`src/rtl/ide_unlock_pkg.sv`:
```
package ide_unlock_pkg;
  localparam int AW = 4;
  localparam int DW = 8;
  localparam int SPD_W = 3;
  localparam int SPD_POS_M = 3;

  localparam logic [AW-1:0] A_SC  = 4'h2;
  localparam logic [AW-1:0] A_SN  = 4'h3;
  localparam logic [AW-1:0] A_LC  = 4'h4;
  localparam logic [AW-1:0] A_HC  = 4'h5;
  localparam logic [AW-1:0] A_IDX = 4'h6;
  localparam logic [AW-1:0] A_AS  = 4'hE;

  localparam int LC_EN   = 0;
  localparam int LC_SIOR = 2;
  localparam int LC_MIOR = 3;
  localparam int LC_SEXT = 4;
  localparam int LC_MEXT = 5;

  localparam logic [SPD_W-1:0] SPD_TOP = '1;

  typedef enum logic [2:0] {
    ST_IDLE, ST_ARMED, ST_C1, ST_C2, ST_C3, ST_C4, ST_C5, ST_PROG
  } seq_t;
endpackage

```
`src/rtl/ide_rst_sync.sv`:
```
module ide_rst_sync #(
  parameter int STAGES = 2
) (
  input  logic clk,
  input  logic rst_n,
  output logic rst_n_sync
);
  logic [STAGES-1:0] sh_q;

  always_ff @(posedge clk or negedge rst_n) begin
    if (!rst_n) sh_q <= '0;
    else        sh_q <= {sh_q[STAGES-2:0], 1'b1};
  end

  assign rst_n_sync = sh_q[STAGES-1];
endmodule

```
`src/rtl/ide_unlock_seq.sv`:
```
module ide_unlock_seq
  import ide_unlock_pkg::*;
(
  input  logic          clk,
  input  logic          rst_n,
  input  logic [AW-1:0] addr,
  input  logic          rd,
  input  logic          wr,
  input  logic [DW-1:0] wdata,
  output logic          prog,
  output logic          sc_clr
);
  seq_t st_q, st_d;
  logic sc_clr_q, sc_clr_d;
  logic st_en;

  function automatic logic [AW-1:0] expect_addr(input seq_t s);
    case (s)
      ST_ARMED: expect_addr = A_HC;
      ST_C1:    expect_addr = A_SC;
      ST_C2:    expect_addr = A_AS;
      ST_C3:    expect_addr = A_AS;
      default:  expect_addr = A_SC;
    endcase
  endfunction

  assign st_en = rd | wr;

  always_comb begin
    st_d = st_q;
    if (st_q == ST_PROG) begin
      if (rd && addr == A_HC) st_d = ST_IDLE;
    end else if (wr) begin
      st_d = (addr == A_SC && wdata[DW-1]) ? ST_ARMED : ST_IDLE;
    end else if (rd && st_q != ST_IDLE) begin
      if (addr != expect_addr(st_q)) st_d = ST_IDLE;
      else if (st_q == ST_C5)        st_d = ST_PROG;
      else                           st_d = seq_t'(st_q + 3'd1);
    end
  end

  always_comb begin
    sc_clr_d = sc_clr_q;
    if (wr && addr == A_SC)                            sc_clr_d = 1'b0;
    else if (st_q == ST_C5 && st_d == ST_PROG)         sc_clr_d = 1'b1;
  end

  always_ff @(posedge clk or negedge rst_n) begin
    if (!rst_n) begin
      st_q     <= ST_IDLE;
      sc_clr_q <= 1'b0;
    end else if (st_en) begin
      st_q     <= st_d;
      sc_clr_q <= sc_clr_d;
    end
  end

  assign prog   = (st_q == ST_PROG);
  assign sc_clr = sc_clr_q;
endmodule

```
`src/rtl/ide_cfg_regs.sv`:
```
module ide_cfg_regs
  import ide_unlock_pkg::*;
(
  input  logic          clk,
  input  logic          rst_n,
  input  logic          prog,
  input  logic [AW-1:0] addr,
  input  logic          rd,
  input  logic          wr,
  input  logic [DW-1:0] wdata,
  output logic          claim,
  output logic [DW-1:0] cfg_rdata,
  output logic [SPD_W:0] mst_speed,
  output logic [SPD_W:0] slv_speed,
  output logic          mst_iordy,
  output logic          slv_iordy
);
  logic [DW-1:0] sn_q, sn_d, lc_q, ix_q;
  logic sel_sn, sel_lc, sel_ix;
  logic sn_en, lc_en, ix_en;
  logic top_code;

  assign sel_sn = prog && addr == A_SN;
  assign sel_lc = prog && addr == A_LC;
  assign sel_ix = prog && lc_q[LC_EN] && addr == A_IDX;
  assign claim  = sel_sn | sel_lc | sel_ix;

  assign sn_en = sel_sn & wr;
  assign lc_en = sel_lc & wr;
  assign ix_en = sel_ix & wr;

  assign top_code = (wdata[SPD_W-1:0] == SPD_TOP) ||
                    (wdata[SPD_POS_M +: SPD_W] == SPD_TOP);

  always_comb begin
    sn_d = wdata;
    sn_d[DW-1] = wdata[DW-1] | top_code;
  end

  always_ff @(posedge clk or negedge rst_n) begin
    if (!rst_n) begin
      sn_q <= '0;
      lc_q <= '0;
      ix_q <= '0;
    end else begin
      if (sn_en) sn_q <= sn_d;
      if (lc_en) lc_q <= wdata;
      if (ix_en) ix_q <= wdata;
    end
  end

  always_comb begin
    cfg_rdata = '0;
    if (rd) begin
      if (sel_sn)      cfg_rdata = sn_q;
      else if (sel_lc) cfg_rdata = lc_q;
      else if (sel_ix) cfg_rdata = ix_q;
    end
  end

  assign mst_speed = {lc_q[LC_MEXT], sn_q[SPD_POS_M +: SPD_W]};
  assign slv_speed = {lc_q[LC_SEXT], sn_q[SPD_W-1:0]};
  assign mst_iordy = lc_q[LC_MIOR];
  assign slv_iordy = lc_q[LC_SIOR];
endmodule

```
`src/rtl/ide_cfg_unlock.sv`:
```
module ide_cfg_unlock
  import ide_unlock_pkg::*;
(
  input  logic          clk,
  input  logic          rst_n,
  input  logic [3:0]    h_addr,
  input  logic          h_rd,
  input  logic          h_wr,
  input  logic [7:0]    h_wdata,
  output logic [7:0]    h_rdata,
  output logic          d_rd,
  output logic          d_wr,
  input  logic [7:0]    d_rdata,
  output logic          prog_mode,
  output logic [3:0]    mst_speed,
  output logic [3:0]    slv_speed,
  output logic          mst_iordy,
  output logic          slv_iordy
);
  logic rst_n_s;
  logic prog, sc_clr, claim;
  logic [DW-1:0] cfg_rdata, drv_view;

  ide_rst_sync #(.STAGES(2)) u_rst (
    .clk(clk), .rst_n(rst_n), .rst_n_sync(rst_n_s)
  );

  ide_unlock_seq u_seq (
    .clk(clk), .rst_n(rst_n_s), .addr(h_addr), .rd(h_rd), .wr(h_wr),
    .wdata(h_wdata), .prog(prog), .sc_clr(sc_clr)
  );

  ide_cfg_regs u_cfg (
    .clk(clk), .rst_n(rst_n_s), .prog(prog), .addr(h_addr), .rd(h_rd),
    .wr(h_wr), .wdata(h_wdata), .claim(claim), .cfg_rdata(cfg_rdata),
    .mst_speed(mst_speed), .slv_speed(slv_speed),
    .mst_iordy(mst_iordy), .slv_iordy(slv_iordy)
  );

  always_comb begin
    drv_view = d_rdata;
    if (sc_clr && h_addr == A_SC) drv_view[DW-1] = 1'b0;
  end

  assign d_rd      = h_rd & ~claim;
  assign d_wr      = h_wr & ~claim;
  assign h_rdata   = claim ? cfg_rdata : drv_view;
  assign prog_mode = prog;
endmodule

```
`config.mk`:
```
export PLATFORM = sky130hd
export DESIGN_NAME = ide_cfg_unlock
export DESIGN_NICKNAME = d
export VERILOG_FILES = /design/src/rtl/ide_unlock_pkg.sv /design/src/rtl/ide_rst_sync.sv /design/src/rtl/ide_unlock_seq.sv /design/src/rtl/ide_cfg_regs.sv /design/src/rtl/ide_cfg_unlock.sv
export SDC_FILE = /design/constraint.sdc
export NUM_CORES = 1
export LEC_CHECK = 0
export BUFFER_PORTS_ARGS = -buffer_cell sky130_fd_sc_hd__buf_2
export CAP_MARGIN = 0
export CORE_UTILIZATION = 54
export CTS_BUF_LIST = sky130_fd_sc_hd__clkbuf_4 sky130_fd_sc_hd__clkbuf_8
export DETAILED_ROUTE_END_ITERATION = 6
export PLACE_DENSITY_LB_ADDON = 0.12
export SYNTH_ARGS = -nofsm -noshare
export SYNTH_HDL_FRONTEND = slang
export SYNTH_HIERARCHICAL = 1
export SYNTH_SLANG_ARGS = --single-unit
```
`constraint.sdc`:
```
create_clock -name clk -period 4.8 [get_ports clk]
set_input_delay 0.48 -clock clk [delete_from_list [all_inputs] [get_ports clk]]
set_output_delay 0.48 -clock clk [all_outputs]
set_load 0.02 [all_outputs]
```
# Word-level counts from Yosys, hierarchy flattened
# Index checks and enable logic that the tools add are counted.
# Widths: inputs -> output; s select.
# totals
n_memories	0
output_inout_bits	21
rom_bits	0
latch_bits	0
regBits	30
ramBits	0
in_bits	24
# classes
eq_ne	14
n_lt_le_gt_ge	0
muxes	19
reduce_logical	15
n_div	0
n_shift	0
bitwise_logic	10
add_sub_neg	1
mul	0
# ops
operator	count
$mux 8	5
$eq 3x3->1 const B	6
$mux 3	6
$eq 4x3->1 const B	3
$mux 4	3
$logic_and 1x1->1	10
$eq 4x2->1 const B	2
$pmux 4 s2	1
$and 1x1->1	5
$mux 1	4
$ne 4x4->1	1
$or 1x1->1	4
$add 3x1->3 const B	1
$eq 3x1->1 const B	1
$eq 3x2->1 const B	1
$reduce_bool 3->1	1
$reduce_and 2->1	1
$reduce_bool 2->1	1
$reduce_or 2->1	1
$logic_or 1x1->1	1
$not 1->1	1

# Logic depth before layout (Yosys ltp)
# depth
ltp_word	15
mapped_depth	8
mapped_depth_nobuf	7

# Cells and area by module
# Netlist, hierarchy kept.
# modules_own_cells
module	cells_each	n_inst	area_per_inst_um2
ide_cfg_regs	98	1	1280.0
ide_unlock_seq	60	1	519.2
ide_cfg_unlock	14	1	136.4
ide_rst_sync	3	1	53.8

# Least setup slack after synthesis
# No wires, ideal clock.
# synth_timing
path_type	register to output
from	register u_seq.st_q[1]
to	output port h_rdata[7]
arrival_time_ns	2.109
path_slack_ns	2.211
stages_incl_launch_ff	8
t_required_ns	4.320
n_path_buf	1
cell_sequence	dfrtp_1 > ha_1 > ha_1 > nor2b_1 > a21boi_0 > buf_6 > mux2i_1 > a21oi_1
# synth_between
elab_cells_between_ends	12
# synth_lines
element	line_no	text
from (decl)	ide_unlock_seq.sv:13	seq_t st_q, st_d;
from (signal assigned)	ide_unlock_seq.sv:53	st_q <= st_d;
$eq 3x3->1 (*)	ide_unlock_seq.sv:58	assign prog = (st_q == ST_PROG);
net prog_mode	ide_cfg_unlock.sv:14	output logic prog_mode,
$logic_and 1x1->1, on equally long branches	ide_cfg_regs.sv:23, ide_cfg_regs.sv:24, ide_cfg_regs.sv:25	
$or 1x1->1 / $logic_and 1x1->1 (equally long branches)	ide_cfg_regs.sv:26, ide_cfg_regs.sv:25	
$or 1x1->1 (*)	ide_cfg_regs.sv:26	assign claim = sel_sn | sel_lc | sel_ix;
net claim	ide_cfg_unlock.sv:21	logic prog, sc_clr, claim;
$mux 8 (*)	ide_cfg_unlock.sv:47	assign h_rdata = claim ? cfg_rdata : drv_view;
to (decl)	ide_cfg_unlock.sv:10	output logic [7:0] h_rdata,
# The timed path passes the listed nets; every way through them passes the cells marked *.

# Final worst setup path
# layout_timing
from	register u_seq.st_q[1]
to	output port h_rdata[3]
# layout_between
elab_cells_between_ends	12
# layout_lines
element	line_no
$eq 3x3->1 (*)	ide_unlock_seq.sv:58
$logic_and 1x1->1, on equally long branches	ide_cfg_regs.sv:23, ide_cfg_regs.sv:24, ide_cfg_regs.sv:25
$or 1x1->1 / $logic_and 1x1->1 (equally long branches)	ide_cfg_regs.sv:26, ide_cfg_regs.sv:25
$or 1x1->1 (*)	ide_cfg_regs.sv:26
net claim	ide_cfg_unlock.sv:21
$mux 8 (*)	ide_cfg_unlock.sv:47
# Marks and branches as above.

==> flow_metrics.env <==
export IMPL_layout_nets=241
export IMPL_rsz0062_at_grt="no"
export IMPL_synthArstFlopShare=1.00
export IMPL_setup_viol=0
export IMPL_worst_slack_ps=1660
export IMPL_start_util=0.578
export IMPL_ys_flop_type="dfrtp_1"
export IMPL_cp_arrival_ps=2660
export IMPL_synth_xor_area_frac=0.0132
export IMPL_finalHoldViolations=0
export IMPL_period_minus_slack_ps=3140
export IMPL_grt_pass1_vias=1414
export IMPL_ys_top_cells_by_count="dfrtp_1, mux2_2, buf_4, mux2_4"
export IMPL_die_w_um=62.7
export IMPL_postSynthAreaPerCell_um2=11.4
export IMPL_tightest_slew_ps=1140
export IMPL_ys_top_cells_by_area="dfrtp_1, mux2_2, mux2_4"
export IMPL_drv_slew=0
export IMPL_synth_area_leader_cell="dfrtp_1"
export IMPL_cts_root_buf="clkbuf_8"
export IMPL_critPathMaxFanout=12
export IMPL_dp_hpwl_um=3000
export IMPL_antenna_cells=0
export IMPL_clkTransAtPathRegs_ps=60
export IMPL_vias_per_cell=5.83
export IMPL_critical_path_top_delay_family="adder cells"
export IMPL_port_buffers=44
export IMPL_cp_end_kind="output pin"
export IMPL_cp_start_kind="register"
export IMPL_ys_ff_latch=30
export IMPL_worstSetupPathType="reg2out"
export IMPL_cts_tree="yes"
export IMPL_postSynthCellCount=175
export IMPL_status="completed"
export IMPL_cpMaxStageDelayCell="dfrtp_1"
export IMPL_die_area_mm2=0.00393
export IMPL_synth_compound_area_frac=0.144
export IMPL_vdd_drop_max_mv=0.201
export IMPL_worst_path_buf_inv=2
export IMPL_skew_ps=9.67
export IMPL_dp_slack_ps=2020
export IMPL_crit_top_cell="ha_1"
export IMPL_post_cts_setup_buffers=0
export IMPL_numCtsBuffers=5
export IMPL_ys_warn_count=6
export IMPL_first_pass_iters=4
export IMPL_routedWlPerCell_um=16.9
export IMPL_relSlewSlack=0.240
export IMPL_synth_simple_area_share=0.165
export IMPL_synth_seq_area_share=0.377
export IMPL_insertion_delay_ps=290
export IMPL_drtIter0Drc=117
export IMPL_synth_most_common_cell="dfrtp_1"
export IMPL_syn_num_nets=204
export IMPL_cts_sinks=30
export IMPL_vias=1511
export IMPL_tns_ps=0
export IMPL_ant_nets=0
export IMPL_routed_wl_um=4380
export IMPL_grt_pass1_wl_um=7080
export IMPL_coreArea_mm2=0.00344
export IMPL_synth_edff_count=0
export IMPL_crit_chain="ha_1 -> ha_1 -> nor2b_1 -> a21boi_0 -> buf_4 -> mux2_2 -> buf_2"
export IMPL_antenna_found_initial=0
export IMPL_r2r_slack_ps=2480
export IMPL_synthDominantCellAreaShare=0.377
export IMPL_p_per_area_mw_per_mm2=235
export IMPL_ys_types=56
export IMPL_max_clock_freq_mhz=318
export IMPL_cts_resized=0
export IMPL_synth_adder_area_share=0.0314
export IMPL_power_leakage_uw=0.00108
export IMPL_fin_crit_sh=0.655
export IMPL_cts_buffer_depth=2
export IMPL_grt_overflow_total=0
export IMPL_drive_gt1_frac=0.451
export IMPL_hold_class="reg2reg"
export IMPL_grt_max_degree=29
export IMPL_syn_area_mm2=0.00199
export IMPL_slowest_delay_ps=440
export IMPL_ios=45
export IMPL_rows=21
export IMPL_grt_util_all_layers=0.238
export IMPL_cts_max_level=2
export IMPL_drc=0
export IMPL_cap_violations=0
export IMPL_cp_required_ps=4320
export IMPL_place_gp_congestion=0.863
export IMPL_synth_top_family_by_area="multiplexers"
export IMPL_dieHeight_um=62.7
export IMPL_area_delta_synth_final_pct=12.7
export IMPL_synthMuxAreaShare=0.190
export IMPL_cts_hold_buf=1
layer usage:
layer  vias to the layer above  routed length [µm]  GRT usage
met5                         -                   0          0
met4                         0                  43     0.0610
met3                         7                 246     0.0566
met2                        47                2000      0.352
met1                       732                2090      0.348
li1                        725                   -          -
cell type report:
type                       count  area [µm²]
timing repair buffer          46         238
multi-input combinational    125        1090
sequential                    30         751
tap                           46        57.6
inverter                       4        15.0
clock buffer                   6        82.6
clock inverter                 2        12.5
fill                         272        1200
per-stage QoR:
| stage | instance area [µm²] | power, µW | util | hold slack [ps] | cells |
|---|---|---|---|---|---|
| global route | 2240 | 546 | 0.651 | 378 | 259 |
| CTS | 2240 | 530 | 0.651 | 358 | 259 |
| finish | 2240 | 526 | 0.651 | 356 | 259 |
| global placement | 2140 | 314 | 0.621 | 265 | 250 |
| floorplan | 1990 | 289 | - | 184 | 175 |
| detailed placement | 2140 | 316 | 0.621 | 267 | 250 |
registers in the layout, indices dropped and copies added, names as in the netlist:
name / count
u_rst/sh_q: 2
u_cfg/ix_q: 8
u_seq/sc_clr: 1
u_seq/st_q: 3
u_cfg/sn_q: 8
u_cfg/lc_q: 8
kinds of logic (layout without fill, tap and decap cells):
group,after synthesis,count (layout)
buffers and inverters,20,58
AO/OA/AOI/OAI,40,40
flip-flops,30,30
XOR/XNOR,3,3
other,1,1
adder cells (fa/ha/maj),5,5
multiplexers,31,31
AND/OR/NAND/NOR,45,45
cell usage in the layout, fill, tap and decap left out, types with 3 or more instances in the layout:
| cell | synthesis | final |
|---|---|---|
| a31oi_1 | 4 | 4 |
| nand3_1 | 3 | 3 |
| a21oi_1 | 7 | 7 |
| o21ai_0 | 4 | 4 |
| a22oi_1 | 5 | 5 |
| mux2_2 | 22 | 22 |
| inv_1 | 4 | 4 |
| dfrtp_1 | 30 | 30 |
| buf_2 | 0 | 44 |
| ha_1 | 5 | 5 |
| nor2_1 | 5 | 5 |
| clkbuf_8 | 0 | 6 |
| a32oi_1 | 3 | 3 |
| nand2_1 | 5 | 5 |
| and3_1 | 3 | 3 |
| xor2_1 | 3 | 3 |
| mux2_4 | 8 | 8 |
| o2bb2ai_1 | 7 | 7 |
worst register-to-register path, delay by kind of cell, from the launching register on:
kind,cells,cell delay [ps]
muxes,1,400
and+or+nand+nor,2,730
DFF,1,440
adders and majority gates,2,630
power breakdown:
group,internal (µW),switching [µW]
Combinational,21.6,29.1
Clock,115,99.4
Sequential,255,5.57
path summary, 6_finish.rpt:
path	startpoint	to	cells past startpoint
min reg2reg	u_rst/sh_q[0]$_DFF_PN0_	u_rst/sh_q[1]$_DFF_PN0_	0
min	u_rst/sh_q[0]$_DFF_PN0_	u_rst/sh_q[1]$_DFF_PN0_	0
max	u_seq/st_q[1]$_DFFE_PN0P_	h_rdata[3]	7
min in group asynchronous	u_rst/sh_q[1]$_DFF_PN0_	u_cfg/ix_q[6]$_DFFE_PN0P_	0
max in group asynchronous	u_rst/sh_q[1]$_DFF_PN0_	u_cfg/lc_q[5]$_DFFE_PN0P_	0
max reg2reg	u_seq/st_q[1]$_DFFE_PN0P_	u_cfg/sn_q[2]$_DFFE_PN0P_	5
Power figures use the tool's default switching activity.
